File: config.mk
export PLATFORM = sky130hd
export DESIGN_NAME = shadow_cfg_unit
export DESIGN_NICKNAME = d
export VERILOG_FILES = /design/src/rtl/shadow_pkg.sv /design/src/rtl/cfg_regfile.sv /design/src/rtl/seg_attr_table.sv /design/src/rtl/route_lookup.sv /design/src/rtl/shadow_cfg_unit.sv
export SDC_FILE = /design/constraint.sdc
export NUM_CORES = 1
export LEC_CHECK = 0
export ABC_AREA = 0
export BUFFER_PORTS_ARGS = -buffer_cell sky130_fd_sc_hd__buf_2
export CORE_ASPECT_RATIO = 2
export CORE_MARGIN = 2
export CORE_UTILIZATION = 50
export DETAILED_ROUTE_END_ITERATION = 8
export PLACE_DENSITY_LB_ADDON = 0.08
export SYNTH_ARGS = -nofsm -noshare
export SYNTH_HDL_FRONTEND = slang
export SYNTH_SLANG_ARGS = --single-unit
File: constraint.sdc
create_clock -name clk -period 5.1 [get_ports clk]
set_input_delay 0.765 -clock clk [delete_from_list [all_inputs] [get_ports clk]]
set_output_delay 0.765 -clock clk [all_outputs]
set_load 0.02 [all_outputs]
File: src/rtl/shadow_pkg.sv
package shadow_pkg;
  typedef enum logic [1:0] {
    RT_RAM = 2'b00,
    RT_EXT = 2'b01,
    RT_BLK = 2'b10
  } route_t;

  localparam logic [7:0] CFG_FIRST = 8'h20;
  localparam int         CFG_COUNT = 14;

  // Reset profile by absolute register index; alt selects the second profile.
  function automatic logic [7:0] reset_value(input logic alt, input logic [7:0] idx);
    logic [7:0] v;
    v = 8'h00;
    if (!alt) begin
      case (idx)
        8'h20: v = 8'h02;
        8'h21: v = 8'h20;
        8'h22: v = 8'hE4;
        8'h25: v = 8'hF0;
        8'h26: v = 8'h80;
        8'h27: v = 8'hB1;
        8'h28: v = 8'h80;
        8'h29: v = 8'h10;
        default: v = 8'h00;
      endcase
    end else begin
      case (idx)
        8'h20: v = 8'h40;
        8'h22: v = 8'h84;
        8'h24: v = 8'h87;
        8'h25: v = 8'hF1;
        8'h27: v = 8'h91;
        8'h28: v = 8'h80;
        8'h29: v = 8'h10;
        8'h2A: v = 8'h80;
        8'h2B: v = 8'h10;
        default: v = 8'h00;
      endcase
    end
    return v;
  endfunction
endpackage

File: src/rtl/cfg_regfile.sv
module cfg_regfile
  import shadow_pkg::*;
#(
  parameter logic [15:0] PORT_INDEX = 16'h0022,
  parameter logic [15:0] PORT_DATA  = 16'h0024,
  parameter logic [15:0] PORT_SCR0  = 16'h00E1,
  parameter logic [15:0] PORT_SCR1  = 16'h00E2,
  parameter logic [7:0]  IDX_LO     = CFG_FIRST,
  parameter int          NREG       = CFG_COUNT
) (
  input  logic              clk,
  input  logic              rst,
  input  logic              variant_sel,
  input  logic [15:0]       io_addr,
  input  logic [7:0]        io_wdata,
  input  logic              io_wr,
  output logic [7:0]        io_rdata,
  output logic [7:0]        idx_q,
  output logic [8*NREG-1:0] cfg_flat
);
  localparam logic [7:0] IDX_HI = 8'(int'(IDX_LO) + NREG - 1);
  localparam int         OW     = $clog2(NREG);

  logic [7:0] regs [NREG];
  logic [7:0] scr0_q, scr1_q;
  logic       in_win;
  logic [7:0] off_full;
  logic [OW-1:0] off;

  assign in_win   = (idx_q >= IDX_LO) && (idx_q <= IDX_HI);
  assign off_full = idx_q - IDX_LO;
  assign off      = off_full[OW-1:0];

  always_ff @(posedge clk) begin
    if (rst) begin
      idx_q  <= 8'h00;
      scr0_q <= 8'hFF;
      scr1_q <= 8'hFF;
      for (int k = 0; k < NREG; k++)
        regs[k] <= reset_value(variant_sel, 8'(int'(IDX_LO) + k));
    end else if (io_wr) begin
      case (io_addr)
        PORT_INDEX: idx_q <= io_wdata;
        PORT_DATA:  if (in_win) regs[off] <= io_wdata;
        PORT_SCR0:  scr0_q <= io_wdata;
        PORT_SCR1:  scr1_q <= io_wdata;
        default: ;
      endcase
    end
  end

  always_comb begin
    io_rdata = 8'hFF;
    case (io_addr)
      PORT_DATA: if (in_win) io_rdata = regs[off];
      PORT_SCR0: io_rdata = scr0_q;
      PORT_SCR1: io_rdata = scr1_q;
      default:   io_rdata = 8'hFF;
    endcase
  end

  for (genvar g = 0; g < NREG; g++) begin : g_flat
    assign cfg_flat[8*g +: 8] = regs[g];
  end
endmodule

File: src/rtl/seg_attr_table.sv
module seg_attr_table
  import shadow_pkg::*;
#(
  parameter int N_ADP = 4,
  parameter int N_HI  = 8
) (
  input  logic [7:0]                 hi_ctl,
  input  logic [7:0]                 hi_mask,
  input  logic [7:0]                 adp_ctl,
  output logic [2*(N_ADP+N_HI)-1:0]  rd_tab,
  output logic [2*(N_ADP+N_HI)-1:0]  wr_tab
);
  localparam int NSEG   = N_ADP + N_HI;
  localparam int HALF   = N_HI / 2;

  for (genvar g = 0; g < NSEG; g++) begin : g_seg
    logic shadowed, wprot;
    if (g < N_ADP) begin : g_adp
      assign shadowed = adp_ctl[4] & adp_ctl[g];
      assign wprot    = adp_ctl[5];
    end else begin : g_hi
      localparam int J = g - N_ADP;
      if (J < HALF) begin : g_low
        assign shadowed = hi_ctl[6] & hi_mask[J];
        assign wprot    = hi_ctl[4];
      end else begin : g_up
        assign shadowed = hi_ctl[5] & hi_mask[J];
        assign wprot    = hi_ctl[3];
      end
    end

    route_t rd_r, wr_r;
    always_comb begin
      if (shadowed) begin
        rd_r = RT_RAM;
        wr_r = wprot ? RT_BLK : RT_RAM;
      end else if (adp_ctl[6]) begin
        rd_r = RT_EXT;
        wr_r = wprot ? RT_BLK : RT_RAM;
      end else begin
        rd_r = RT_EXT;
        wr_r = RT_EXT;
      end
    end
    assign rd_tab[2*g +: 2] = rd_r;
    assign wr_tab[2*g +: 2] = wr_r;
  end
endmodule

File: src/rtl/route_lookup.sv
module route_lookup
  import shadow_pkg::*;
#(
  parameter int N_ADP = 4,
  parameter int N_HI  = 8
) (
  input  logic [19:0]                mem_addr,
  input  logic                       bios_ext,
  input  logic [2*(N_ADP+N_HI)-1:0]  rd_tab,
  input  logic [2*(N_ADP+N_HI)-1:0]  wr_tab,
  output logic [1:0]                 rd_route,
  output logic [1:0]                 wr_route
);
  localparam int NSEG = N_ADP + N_HI;
  localparam int SW   = $clog2(NSEG);

  logic [SW-1:0] sel;

  always_comb begin
    rd_route = RT_RAM;
    wr_route = RT_RAM;
    sel      = '0;
    case (mem_addr[19:16])
      4'hF: begin
        rd_route = bios_ext ? RT_EXT : RT_RAM;
        wr_route = bios_ext ? RT_RAM : RT_BLK;
      end
      4'hC: begin
        sel      = SW'(mem_addr[15:14]);
        rd_route = rd_tab[2*sel +: 2];
        wr_route = wr_tab[2*sel +: 2];
      end
      4'hD, 4'hE: begin
        sel      = SW'(N_ADP + int'({mem_addr[17], mem_addr[15:14]}));
        rd_route = rd_tab[2*sel +: 2];
        wr_route = wr_tab[2*sel +: 2];
      end
      default: ;
    endcase
  end
endmodule

File: src/rtl/shadow_cfg_unit.sv
module shadow_cfg_unit
  import shadow_pkg::*;
#(
  parameter logic [15:0] PORT_INDEX = 16'h0022,
  parameter logic [15:0] PORT_DATA  = 16'h0024,
  parameter logic [15:0] PORT_SCR0  = 16'h00E1,
  parameter logic [15:0] PORT_SCR1  = 16'h00E2,
  parameter int          N_ADP      = 4,
  parameter int          N_HI       = 8
) (
  input  logic        clk,
  input  logic        rst,
  input  logic        variant_sel,
  input  logic [15:0] io_addr,
  input  logic [7:0]  io_wdata,
  input  logic        io_wr,
  input  logic        io_rd,
  output logic [7:0]  io_rdata,
  input  logic [19:0] mem_addr,
  output logic [1:0]  rd_route,
  output logic [1:0]  wr_route,
  output logic        ext_cache_en
);
  localparam int NREG  = CFG_COUNT;
  localparam int NSEG  = N_ADP + N_HI;
  localparam int O_CCH = 'h21 - int'(CFG_FIRST);
  localparam int O_HIC = 'h22 - int'(CFG_FIRST);
  localparam int O_HIM = 'h23 - int'(CFG_FIRST);
  localparam int O_ADP = 'h26 - int'(CFG_FIRST);

  logic [7:0]        idx_q;
  logic [8*NREG-1:0] cfg_flat;
  logic [2*NSEG-1:0] rd_tab, wr_tab;
  logic [7:0]        cch_reg, hi_ctl, hi_mask, adp_ctl;
  logic              rd_unused;

  assign rd_unused = io_rd;

  cfg_regfile #(
    .PORT_INDEX(PORT_INDEX), .PORT_DATA(PORT_DATA),
    .PORT_SCR0(PORT_SCR0),   .PORT_SCR1(PORT_SCR1),
    .IDX_LO(CFG_FIRST),      .NREG(NREG)
  ) u_regs (
    .clk(clk), .rst(rst), .variant_sel(variant_sel),
    .io_addr(io_addr), .io_wdata(io_wdata), .io_wr(io_wr),
    .io_rdata(io_rdata), .idx_q(idx_q), .cfg_flat(cfg_flat)
  );

  assign cch_reg = cfg_flat[8*O_CCH +: 8];
  assign hi_ctl  = cfg_flat[8*O_HIC +: 8];
  assign hi_mask = cfg_flat[8*O_HIM +: 8];
  assign adp_ctl = cfg_flat[8*O_ADP +: 8];

  seg_attr_table #(.N_ADP(N_ADP), .N_HI(N_HI)) u_table (
    .hi_ctl(hi_ctl), .hi_mask(hi_mask), .adp_ctl(adp_ctl),
    .rd_tab(rd_tab), .wr_tab(wr_tab)
  );

  route_lookup #(.N_ADP(N_ADP), .N_HI(N_HI)) u_lookup (
    .mem_addr(mem_addr), .bios_ext(hi_ctl[7]),
    .rd_tab(rd_tab), .wr_tab(wr_tab),
    .rd_route(rd_route), .wr_route(wr_route)
  );

  assign ext_cache_en = cch_reg[4];
endmodule

==> impl_metrics.toml <==
[die]
core_mm2 = 0.0147
pin_count = 62
initial_core_util = 0.507
die_w_um = 90.2
rows = 63
die_y_um = 176
dieArea_mm2 = 0.0159

[cts]
cts_buffer_depth = 2
clkTransAtPathRegs_ns = 0.06
cts_root_buf = "clkbuf_16"
cts_sinks = 156
cts_hold_buf = 0
clock_latency_ns = 0.43
htree_levels = 4
cts_resized = 0
cts_buffers = 17
post-cts-setup-buffers = 0
cts_tree = "built"

[yosys]
ys_seq_area_frac = 0.593
synth_top_area_cell = "edfxtp_1"
synthDominantCellAreaShare = 0.517
synth_cells = 580
syn_area_mm2 = 0.00743
synth-warning-count = 0
synth_area_per_cell_um2 = 12.8
ys_async_sr_fraction = 0
synth_edf_count = 128
synthFlopType = "edfxtp_1"
ys_ff_latch = 156
synthTopCellsByArea = "edfxtp_1, dfxtp_1, mux4_2"
ys_types = 49

[pwr]
p_leak_nw = 2.86
peakVddDrop_uv = 230
p_per_area_mw_per_mm2 = 338

[placement]
io_buffers = 45
place.gp.congestion = 0.812
dp_hpwl_um = 12900
place_area_mm2 = 0.00780

[timing]
slew_viol_final = 0
tns_ns = 0
rsz0062_at_grt = "false"
setup_violations = 0
relSlewSlack = 0.215
worst_pin_slew_ns = 1.17
hold_viol_final = 0
whs_ns = 0.468
fin_skew_ns = 0.0110
final.min_clock_period_ns = 4.21
fmax_mhz = 238
min_period_over_period = 0.825

[finish]
nets = 669
n_antenna_cell = 0
layout_common_cells = "edfxtp_1, and2_1, buf_2"
final_common_cell = "edfxtp_1"
design_area_mm2 = 0.00839
nFillCells = 1282
synthToLayoutAreaGrowth_pct = 13.0
layout-drive-gt1-share = 0.212

[grt]
met1_usage = 0.290
grt_max_degree = 42
grt_pass1_vias = 4767
antenna_found_initial = 0
grt_pass1_wl_um = 28300
use_met3 = 0.0346
grt_usage = 0.243
grt_use_met2 = 0.427
grt.busiest_layer = "met2"
grt_overflow = 0

[route]
firstDrtPassIters = 5
num_vias = 4807
ant_nets = 0
routed_wl_um = 18800
drt_iter0_markers = 231
wl_per_cell_um = 22.7
vias_per_cell = 5.81
drc = 0

[critical_path]
crit_type = "in -> out"
crit_family = "compound AO/OA/AOI/OAI gates"
max_stage_delay_ns = 0.75
crit_required_ns = 4.34
critPathCaptureType = "primary output"
critPathMaxFanout = 8
worstPathArrival_ns = 3.44
slowest_stage = "a311oi_1"
startpoint_type = "input port"
path_cells = "buf_2, or4_4, or4_4, a311oi_1, a31oi_1, a311o_1, buf_2"
cp_num_buf_inv = 2

[worst_hold_path]
hold_class = "reg -> reg"

[outcome]
run_status = "complete, no violations"

[job]
max_cap_violations = 0
==> flip-flops by register name (all words and copies together) (netlist names), named ones only <==
signal	cells
u_regs.scr0_q	8
u_regs.regs	128
u_regs.scr1_q	8
u_regs.idx_q	8
==> cell usage after synthesis, types with 10 or more instances <==
cell,instances
or2_2,15
o22ai_1,14
and2_1,50
nor3_1,32
nand3b_1,10
edfxtp_1,128
nor2_1,38
dfxtp_1,28
nand2b_1,13
mux4_2,21
mux2i_1,42
clkbuf_1,30
nand2_1,33
==> cells by family (layout without fill, tap and decap cells) <==
logic type,after synthesis,after routing,synth area share
compound gates,71,71,0.0721
buf+inv,53,89,0.0296
flops,156,156,0.593
mux,67,67,0.126
other cells,1,17,0.000505
simple gates,232,232,0.179
==> worst paths after layout <==
check / start / to / slack [ns] / cells past startpoint
max: io_addr[11] / io_rdata[3] / 0.89 / 7
min: u_regs.scr1_q[0]$_SDFFE_PP1P_ / u_regs.scr1_q[0]$_SDFFE_PP1P_ / 0.47 / 2
max reg2reg: u_regs.idx_q[4]$_SDFFE_PP0P_ / u_regs.regs[2][1]$_SDFFCE_PN0P_ / 1.76 / 5
min reg2reg: u_regs.scr1_q[0]$_SDFFE_PP1P_ / u_regs.scr1_q[0]$_SDFFE_PP1P_ / 0.47 / 2
==> worst reg2reg max path, stage by stage, from the launching register on <==
cell and delay [ns]:
dfxtp_1 0.31, or4b_1 0.51, or4_4 0.46, or3_1 0.71, or4_4 0.66, nand2b_1 0.35
==> final cells by class <==
class / count / area, um^2 / area share
tap: 195 / 244 / 0.0291
inverter: 10 / 37.5 / 0.00447
timing repair buffer: 48 / 248 / 0.0295
multi-input combinational: 387 / 2870 / 0.341
clock buffer: 17 / 425 / 0.0507
sequential: 156 / 4410 / 0.525
clock inverter: 14 / 169 / 0.0201
==> metal layers <==
layer / vias up / share of wire
met4: 0 / 0.042
met2: 110 / 0.53
met5: - / 0
li1: 2241 / -
met1: 2411 / 0.40
met3: 45 / 0.034
==> where the power goes <==
part | internal (mW) | total [mW] | switching (mW)
clock network | 0.766 | 1.28 | 0.511
registers | 1.42 | 1.44 | 0.0147
logic | 0.0408 | 0.125 | 0.0840
total | 2.23 | 2.84 | 0.610
==> stage by stage <==
stage	cells	utilization	worst slack, ns	total power, mW
after detailed placement	796	0.532	0.919	1.59
after global routing	827	0.573	0.766	2.90
after CTS	827	0.573	0.922	2.84
after global placement	796	0.532	0.969	1.58
after floorplan	596	-	1.37	1.53
final	827	0.573	0.891	2.84
(Power assumes the default switching activity.)
